<file path="config.mk">
export PLATFORM = sky130hd
export DESIGN_NAME = lwt_timer
export DESIGN_NICKNAME = d
export VERILOG_FILES = /design/src/rtl/lwt_pkg.sv /design/src/rtl/lwt_bus_decode.sv /design/src/rtl/lwt_ctrl.sv /design/src/rtl/lwt_counter.sv /design/src/rtl/lwt_timer.sv
export SDC_FILE = /design/constraint.sdc
export NUM_CORES = 1
export LEC_CHECK = 0
export CAP_MARGIN = 10
export CORE_ASPECT_RATIO = 0.6
export CORE_MARGIN = 2
export CORE_UTILIZATION = 45
export DETAILED_ROUTE_END_ITERATION = 8
export MAX_ROUTING_LAYER = met4
export PLACE_DENSITY = 0.72
export SYNTH_ARGS = -nofsm -noshare
export SYNTH_HDL_FRONTEND = slang
export SYNTH_SLANG_ARGS = --single-unit
export TNS_END_PERCENT = 5
</file>
<file path="constraint.sdc">
create_clock -name clk -period 3.25 [get_ports clk]
set_clock_uncertainty 0.2 [all_clocks]
set_input_delay 0.325 -clock clk [delete_from_list [all_inputs] [get_ports clk]]
set_output_delay 0.325 -clock clk [all_outputs]
set_load 0.03 [all_outputs]
</file>
<file path="src/rtl/lwt_pkg.sv">
package lwt_pkg;

    localparam int WORD_W     = 32;
    localparam int FLAG_BIT   = 31;
    localparam int COARSE_W   = 21;
    localparam int COARSE_LSB = 10;
    localparam int FINE_W     = 22;
    localparam int FINE_LSB   = 9;

    typedef enum logic [2:0] {
        OFS_LIMIT    = 3'd0,
        OFS_COUNT    = 3'd1,
        OFS_LIMIT_NR = 3'd2,
        OFS_RUN      = 3'd3,
        OFS_CFG      = 3'd4
    } lwt_ofs_e;

    typedef struct packed {
        logic wr_limit;
        logic wr_alias;
        logic rd_limit;
        logic wr_run;
        logic wr_cfg;
    } lwt_strobe_t;

endpackage

</file>
<file path="src/rtl/lwt_bus_decode.sv">
module lwt_bus_decode
    import lwt_pkg::*;
#(
    parameter int ADDR_W = 3
) (
    input  logic              bus_sel,
    input  logic              bus_wr,
    input  logic              bus_rd,
    input  logic [ADDR_W-1:0] bus_addr,
    output lwt_strobe_t       strb
);

    logic wr_go;
    logic rd_go;

    assign wr_go = bus_sel & bus_wr;
    assign rd_go = bus_sel & bus_rd;

    always_comb begin
        strb          = '0;
        strb.wr_limit = wr_go && (bus_addr == ADDR_W'(OFS_LIMIT));
        strb.wr_alias = wr_go && (bus_addr == ADDR_W'(OFS_LIMIT_NR));
        strb.wr_run   = wr_go && (bus_addr == ADDR_W'(OFS_RUN));
        strb.wr_cfg   = wr_go && (bus_addr == ADDR_W'(OFS_CFG));
        strb.rd_limit = rd_go && (bus_addr == ADDR_W'(OFS_LIMIT));
    end

endmodule

</file>
<file path="src/rtl/lwt_ctrl.sv">
module lwt_ctrl
    import lwt_pkg::*;
(
    input  logic        clk,
    input  logic        rst,
    input  logic        tick,
    input  lwt_strobe_t strb,
    input  logic        wbit,
    output logic        run_q,
    output logic        user_q,
    output logic        advance
);

    always_ff @(posedge clk) begin
        if (rst) begin
            run_q  <= 1'b0;
            user_q <= 1'b0;
        end else begin
            if (strb.wr_run) run_q  <= wbit;
            if (strb.wr_cfg) user_q <= wbit;
        end
    end

    assign advance = tick & (~user_q | run_q);

endmodule

</file>
<file path="src/rtl/lwt_counter.sv">
module lwt_counter #(
    parameter int W = 21
) (
    input  logic         clk,
    input  logic         rst,
    input  logic         advance,
    input  logic         wr_limit,
    input  logic         wr_alias,
    input  logic         rd_limit,
    input  logic [W-1:0] new_limit,
    output logic [W-1:0] cnt_q,
    output logic [W-1:0] lim_q,
    output logic         flag_q
);

    localparam logic [W:0] FULL_RANGE = {1'b1, {W{1'b0}}};

    logic [W:0] nxt;
    logic [W:0] lim_eff;
    logic       hit;

    assign nxt     = {1'b0, cnt_q} + {{W{1'b0}}, 1'b1};
    assign lim_eff = (lim_q == '0) ? FULL_RANGE : {1'b0, lim_q};
    assign hit     = (nxt >= lim_eff);

    always_ff @(posedge clk) begin
        if (rst) begin
            cnt_q  <= W'(1);
            lim_q  <= '0;
            flag_q <= 1'b0;
        end else if (wr_limit) begin
            lim_q  <= new_limit;
            cnt_q  <= W'(1);
            flag_q <= 1'b0;
        end else begin
            if (wr_alias) lim_q <= new_limit;
            if (advance) cnt_q <= hit ? W'(1) : nxt[W-1:0];
            if (advance && hit) flag_q <= 1'b1;
            else if (rd_limit)  flag_q <= 1'b0;
        end
    end

endmodule

</file>
<file path="src/rtl/lwt_timer.sv">
module lwt_timer
    import lwt_pkg::*;
#(
    parameter int ADDR_W    = 3,
    parameter int FIELD_W   = COARSE_W,
    parameter int FIELD_LSB = COARSE_LSB
) (
    input  logic              clk,
    input  logic              rst,
    input  logic              tick,
    input  logic              bus_sel,
    input  logic              bus_wr,
    input  logic              bus_rd,
    input  logic [ADDR_W-1:0] bus_addr,
    input  logic [31:0]       bus_wdata,
    output logic [31:0]       bus_rdata,
    output logic              irq
);

    lwt_strobe_t        strb;
    logic               run_q;
    logic               user_q;
    logic               advance;
    logic [FIELD_W-1:0] cnt_q;
    logic [FIELD_W-1:0] lim_q;
    logic               flag_q;
    logic [FIELD_W-1:0] wfield;
    logic               unused_wbits;

    assign wfield       = bus_wdata[FIELD_LSB +: FIELD_W];
    assign unused_wbits = ^bus_wdata;

    lwt_bus_decode #(.ADDR_W(ADDR_W)) u_dec (
        .bus_sel  (bus_sel),
        .bus_wr   (bus_wr),
        .bus_rd   (bus_rd),
        .bus_addr (bus_addr),
        .strb     (strb)
    );

    lwt_ctrl u_ctrl (
        .clk     (clk),
        .rst     (rst),
        .tick    (tick),
        .strb    (strb),
        .wbit    (bus_wdata[0]),
        .run_q   (run_q),
        .user_q  (user_q),
        .advance (advance)
    );

    lwt_counter #(.W(FIELD_W)) u_cnt (
        .clk       (clk),
        .rst       (rst),
        .advance   (advance),
        .wr_limit  (strb.wr_limit),
        .wr_alias  (strb.wr_alias),
        .rd_limit  (strb.rd_limit),
        .new_limit (wfield),
        .cnt_q     (cnt_q),
        .lim_q     (lim_q),
        .flag_q    (flag_q)
    );

    function automatic logic [WORD_W-1:0] pack_word(input logic f, input logic [FIELD_W-1:0] v);
        logic [WORD_W-1:0] w;
        w                      = '0;
        w[FIELD_LSB +: FIELD_W] = v;
        w[FLAG_BIT]            = f;
        return w;
    endfunction

    always_comb begin
        bus_rdata = '0;
        if (bus_addr == ADDR_W'(OFS_LIMIT) || bus_addr == ADDR_W'(OFS_LIMIT_NR))
            bus_rdata = pack_word(flag_q, lim_q);
        else if (bus_addr == ADDR_W'(OFS_COUNT))
            bus_rdata = pack_word(flag_q, cnt_q);
        else if (bus_addr == ADDR_W'(OFS_RUN))
            bus_rdata = {31'b0, run_q};
        else if (bus_addr == ADDR_W'(OFS_CFG))
            bus_rdata = {31'b0, user_q};
    end

    assign irq = flag_q;

endmodule

</file>
==> flow_summary_export.csv, run 1 <==
group,metric,value,unit
route,antenna_left,0,
placed_design,port-buffer-count,54,
clocking,cts_setup_buffers,0,
die,die_h,67.9,um
synth,yosys.area.top_type_share,0.294,
global_route,grt_antenna_before_repair,0,
global_route,grt_overflow,0,
setup_path,critPathMaxFanout,7,
sta,finalHoldViolations,0,
setup_path,slowest_delay,0.56,ns
setup_path,cp_cell_sequence,"ha_2 > nand4_1 > nor4_2 > nand3_2 > nor2_2 > xor2_1 > ha_1 > nand4_1 > o221ai_1 > a2111oi_4 > nand2_2 > o31ai_1",
synth,synth-edff-count,0,
clocking,cts.path.max_buffers,2,
pwr,p_int,1.04,mW
route,firstDrtPassIters,5,
route,drtIter0Drc,346,
layout,layout-drive-gt1-share,0.211,
synth,async_reset_ff_frac,0,
layout,mostFrequentLayoutCell,"buf_4",
layout,final_cell_mix,"buf_4, nand2_1, dfxtp_1",
synth,ys_warn_count,0,
clocking,ctsRootBufferMaster,"clkbuf_16",
synth,synth_seq_cells,45,
route,wire_per_inst,16.1,um
sta,final_max_slew_viol_count,0,
pwr,seq_power_share,0.391,
status,status,"finished with violations",
clocking,clkTransAtPathRegs,0.07,ns
sta,holdWs,0.287,ns
die,core-area,0.00665,mm^2
clocking,cts_tree,"yes",
pwr,p_sw,0.439,mW
sta,layout_min_cycle_time,3.53,ns
die,io-pin-count,74,
min_path,hold_path.class,"reg2reg",
die,fp.dieW,111,um
route,num_vias,3310,
status,violations,"negative setup slack",
layout,syn_to_final_growth,36.8,%
placed_design,dpl.hpwl,7320,um
synth,synth_seq_area_share,0.294,
synth,syn_inst,405,
setup_path,start_kind,"flop",
clocking,clk_latency,0.29,ns
die,dieArea,0.00751,mm^2
sta,setup_viol,19,
route,wl,9570,um
sta,slew_headroom,0.432,
placed_design,pre_cts_slack,-0.200,ns
synth,syn_area_per_cell,7.57,um^2
pwr,pwr-share-clk,0.365,
sta,fmax,284,MHz
global_route,grt_usage,0.267,
setup_path,worst-setup-path-type,"reg2reg",
synth,synth_top_flop_cell,"dfxtp_1",
placed_design,placed_area,0.00403,mm^2
pwr,peakVddDrop,0.243,mV
setup_path,required,3.25,ns
layout,nets,569,
pwr,p_sw_frac,0.298,
route,route.detailed.drc,0,
synth,synthTopCellsByArea,"dfxtp_1, ha_1, nand2_1, a21oi_1, a22o_1",
global_route,grt_max_degree,26,
setup_path,endpoint_kind,"flop",
layout,final_core_util,0.631,
synth,ys_types,51,
synth,yosysTopAreaCell,"dfxtp_1",
sta,fin_crit_sh,1.09,
synth,synth_area,0.00307,mm^2
global_route,grt_pass1_wl,15400,um
global_route,grt_pass1_vias,3139,
pwr,p_comb_frac,0.244,
die,start_util,0.461,
die,row_count,23,
clocking,cts_sinks,45,
route,viasPerCell,5.58,
layout,n_antenna_cell,0,
clocking,numCtsBuffers,5,
setup_path,critPathSlowestCell,"a2111oi_4",
setup_path,worst_ep_arrival_time,3.53,ns
setup_path,cpMostUsedCell,"nand4_1",
layout,final_area,0.00420,mm^2
sta,layout_setup_ws,-0.277,ns
pwr,powerDensity,352,mW/mm^2
clocking,cts.htree.levels,2,
sta,worst_pin_slew,0.847,ns
job,timing.max_cap.violations,0,
placed_design,gp_congestion,0.937,
pwr,leakage,1.74,nW
sta,rsz0062_at_grt,"true",
## layout make-up
type	instances	area, um^2
fill	588	2450
timing repair buffer	114	938
inverter	28	105
multi-input combinational	311	1980
clock inverter	2	17.5
sequential	45	902
clock buffer	6	139
tap	87	109
## metal layers
layer / GRT usage / wire length, um
met4: 0.0516 / 48
met5: - / 0
met1: 0.380 / 4780
met2: 0.413 / 4150
met3: 0.0345 / 590
## path summary, 6_finish.rpt
kind                            depth (start not counted)  slack [ns]                            to                   startpoint
worst max-delay path                                   12       -0.28  u_cnt.cnt_q[17]$_SDFFE_PP0P_  u_cnt.cnt_q[1]$_SDFFE_PP0P_
worst min-delay path                                    2        0.29   u_cnt.lim_q[4]$_SDFFE_PP0P_  u_cnt.lim_q[4]$_SDFFE_PP0P_
worst max register to register                         12       -0.28  u_cnt.cnt_q[17]$_SDFFE_PP0P_  u_cnt.cnt_q[1]$_SDFFE_PP0P_
worst min register to register                          2        0.29   u_cnt.lim_q[4]$_SDFFE_PP0P_  u_cnt.lim_q[4]$_SDFFE_PP0P_
## registers in the layout, summed over array words and instances, names as in the netlist
| name | cells |
|---|---|
| u_ctrl.user_q | 1 |
| u_cnt.flag_q | 1 |
| u_cnt.lim_q | 21 |
| u_ctrl.run_q | 1 |
| u_cnt.cnt_q | 21 |
## critical path: cells and delay by family (launching register included)
family,cells,cell delay (ns)
XOR/XNOR,1,0.19
AO/OA/AOI/OAI,3,1.04
flip-flops,1,0.37
AND/OR/NAND/NOR,6,1.14
adder cells (fa/ha/maj),2,0.50
## metrics by stage
stage	power [mW]	instances	setup TNS [ns]
floorplan	0.794	413	0
global placement	0.928	585	-0.874
finish	1.48	593	-3.40
detailed placement	0.940	585	-1.95
CTS	1.48	593	-4.13
global route	1.54	593	-8.38
## timing repair
action,4_1_cts,5_1_grt
hold buffers,0,0
setup endpoints to repair,21,22
resized for setup,1,2
pin swaps,1,0
## synth_stat cells (all sizes together), types with 10 or more instances
cell type and count:
a21oi 42, ha 23, clkbuf 18, xnor2 10, nand2 77, inv 28
dfxtp 45, a22o 24, nand4 13, buf 11, nor2 16, nand3 17
## cell families (layout without fill, tap and decap cells)
family,count (synthesis),in the layout,synth area share
buffers and inverters,57,150,0.0832
other,1,9,0.00122
DFF,45,45,0.294
muxes,2,2,0.00653
adders and majority gates,23,23,0.0938
xor gates and xnor gates,15,15,0.0428
and+or+nand+nor,160,160,0.249
AOI/OAI and AO/OA,102,102,0.229
## power by group through the flow
stage	sequential (mW)	combinational, mW	clock (mW)
after floorplan	0.595	0.199	0
after global placement	0.588	0.340	0
after detailed placement	0.590	0.350	0
after CTS	0.577	0.357	0.544
after global routing	0.579	0.391	0.567
final	0.577	0.359	0.539
Note: power is estimated with default switching activity, not from simulation.
==> run 2, diff against run 1 <==
- CORE_UTILIZATION: 45 -> 54
- PLACE_DENSITY: 0.72 -> 0.82
- clock period: 3.25 -> 4.55 ns (I/O delays scaled with it)
==> run 2 against run 1 <==
The flow now finishes without violations. Combinational power fell by 38%. Via count decreased by 5.9%. Largest power group unchanged. Flip-flop and latch count unchanged. Clock-buffer cell count stayed put. Sequential power down 27%. Worst hold slack better by 0.0059 ns. Critical path type unchanged. Cell count fell by 11%.
==> flow_summary_export.csv, run 2 (synthesized netlist as in run 1, its figures left out) <==
group,metric,value,unit
status,status,"completed",
clocking,numCtsBuffers,5,
layout,reg.largest.list,"u_cnt.cnt_q: 21 flops, u_cnt.lim_q: 21 flops",
global_route,grt_overflow,0,
sta,final_max_slew_viol_count,0,
setup_path,worst-setup-path-type,"reg2reg",
pwr,peakVddDrop,0.157,mV
clocking,cts_sinks,45,
pwr,pwr-share-clk,0.285,
route,viasPerCell,5.92,
clocking,cts.path.max_buffers,2,
clocking,cts_tree,"yes",
global_route,grt_max_degree,27,
pwr,leakage,1.41,nW
clocking,cts.htree.levels,2,
pwr,p_int,0.605,mW
die,dieArea,0.00632,mm^2
die,io-pin-count,74,
clocking,ctsRootBufferMaster,"clkbuf_8",
clocking,hold_buffers,0,
setup_path,critPathMaxFanout,10,
route,num_vias,3114,
layout,syn_to_final_growth,22.6,%
layout,layout-drive-gt1-share,0.0656,
die,fp.dieW,101,um
route,wire_per_inst,16.3,um
die,die_h,62.4,um
setup_path,start_kind,"flop",
pwr,powerDensity,238,mW/mm^2
placed_design,gp_congestion,0.910,
route,antenna_left,0,
global_route,grt_usage,0.284,
setup_path,worst_ep_arrival_time,4.15,ns
global_route,grt_antenna_before_repair,0,
placed_design,placed_area,0.00365,mm^2
route,drtIter0Drc,213,
global_route,grt_pass1_vias,2864,
route,route.detailed.drc,0,
placed_design,dpl.hpwl,6370,um
pwr,p_comb_frac,0.248,
pwr,p_sw,0.290,mW
sta,setup_viol,0,
job,timing.max_cap.violations,0,
sta,layout_min_cycle_time,4.16,ns
setup_path,reg2reg_slack,0.39,ns
sta,worst_pin_slew,0.893,ns
sta,setup_tns,0,ns
layout,stdcell_count,526,
clocking,clk_latency,0.30,ns
layout,multi_input_area,0.00196,mm^2
die,row_count,21,
route,wl,8570,um
placed_design,dp_cells,516,
layout,final_cell_mix,"nand2_1, clkdlybuf4s50_1, dfxtp_1",
clocking,clkTransAtPathRegs,0.09,ns
layout,nets,520,
layout,final_area,0.00376,mm^2
layout,n_antenna_cell,0,
route,firstDrtPassIters,5,
die,core-area,0.00552,mm^2
global_route,grt_pass1_wl,13900,um
sta,fmax,240,MHz
pwr,seq_power_share,0.467,
die,start_util,0.556,
setup_path,endpoint_kind,"flop",
sta,fin_crit_sh,0.914,
layout,n_fill_cell,484,
sta,slew_headroom,0.404,
sta,finalHoldViolations,0,
layout,mostFrequentLayoutCell,"nand2_1",
layout,regArea,901,um^2
setup_path,required,4.54,ns
placed_design,port-buffer-count,54,
pwr,p_sw_frac,0.324,
min_path,hold_path.class,"reg2reg",
sta,rsz0062_at_grt,"false",
==> run 2: changes by cell type in the layout (fill, tap and decap cells not counted), sizes merged <==
cell / before / now
clkinv: 1 / 0
clkinvlp: 0 / 2
clkdlybuf4s50: 33 / 54
inv: 29 / 28
buf: 81 / 11
==> run 2: final cells by class <==
class,count,area share
repair buffers,65,0.166
multi-input cells,311,0.520
flip-flops and latches,45,0.240
well taps,69,0.0230
clock inverters,2,0.00399
clock buffers,6,0.0193
inverters,28,0.0280
==> run 2: through the flow <==
step	worst slack [ns]	hold slack (ns)	power, mW	util
final	0.389	0.293	0.896	0.681
after global routing	0.0469	0.336	0.941	0.681
after CTS	0.314	0.295	0.884	0.678
after detailed placement	0.345	0.280	0.637	0.662
after global placement	0.461	0.276	0.633	0.662
after floorplan	1.08	0.249	0.564	-
==> run 2: layer usage <==
| metal | global-route usage | share of wire | wire length [um] |
|---|---|---|---|
| met1 | 0.421 | 0.48 | 4120 |
| met5 | - | 0 | 0 |
| met2 | 0.385 | 0.41 | 3510 |
| met4 | 0.0507 | 0.0082 | 70 |
| met3 | 0.0805 | 0.10 | 864 |
==> run 2: critical path, cell delays in order (launching register included) <==
cell and delay (ns):
dfxtp_1 0.46, nand4_1 0.34, nor4_2 0.50, nand3_1 0.27
nor2_1 0.23, xor2_1 0.10, ha_1 0.31, nand4_1 0.15
nor4_1 0.45, and3_2 0.31, a21oi_1 0.27, a41oi_1 0.35
o2bb2ai_1 0.10
==> run 2: repair_timing <==
item,in CTS,in global routing
setup endpoints to repair,0,13
resized for setup,0,1
setup buffers,0,2
==> run 2: power groups by stage <==
stage / logic [mW] / clock network, mW / registers, mW
after floorplan: 0.140 / 0 / 0.425
after global placement: 0.207 / 0 / 0.426
after detailed placement: 0.211 / 0 / 0.427
after CTS: 0.212 / 0.255 / 0.418
after global routing: 0.244 / 0.277 / 0.420
final: 0.222 / 0.255 / 0.419
==> run 2: final timing paths <==
path                                                   from                            to  depth (start not counted)
worst max-delay path            u_cnt.cnt_q[4]$_SDFFE_PP0P_  u_cnt.cnt_q[15]$_SDFFE_PP0P_                         12
worst min-delay path            u_cnt.lim_q[5]$_SDFFE_PP0P_   u_cnt.lim_q[5]$_SDFFE_PP0P_                          2
worst max register to register  u_cnt.cnt_q[4]$_SDFFE_PP0P_  u_cnt.cnt_q[15]$_SDFFE_PP0P_                         12
worst min register to register  u_cnt.lim_q[5]$_SDFFE_PP0P_   u_cnt.lim_q[5]$_SDFFE_PP0P_                          2
==> run 3, diff against run 2 <==
- SKIP_CTS_REPAIR_TIMING: not set -> 1
==> results of run 3 <==
The final DEF is identical to that of run 2; final timing and power are the same.
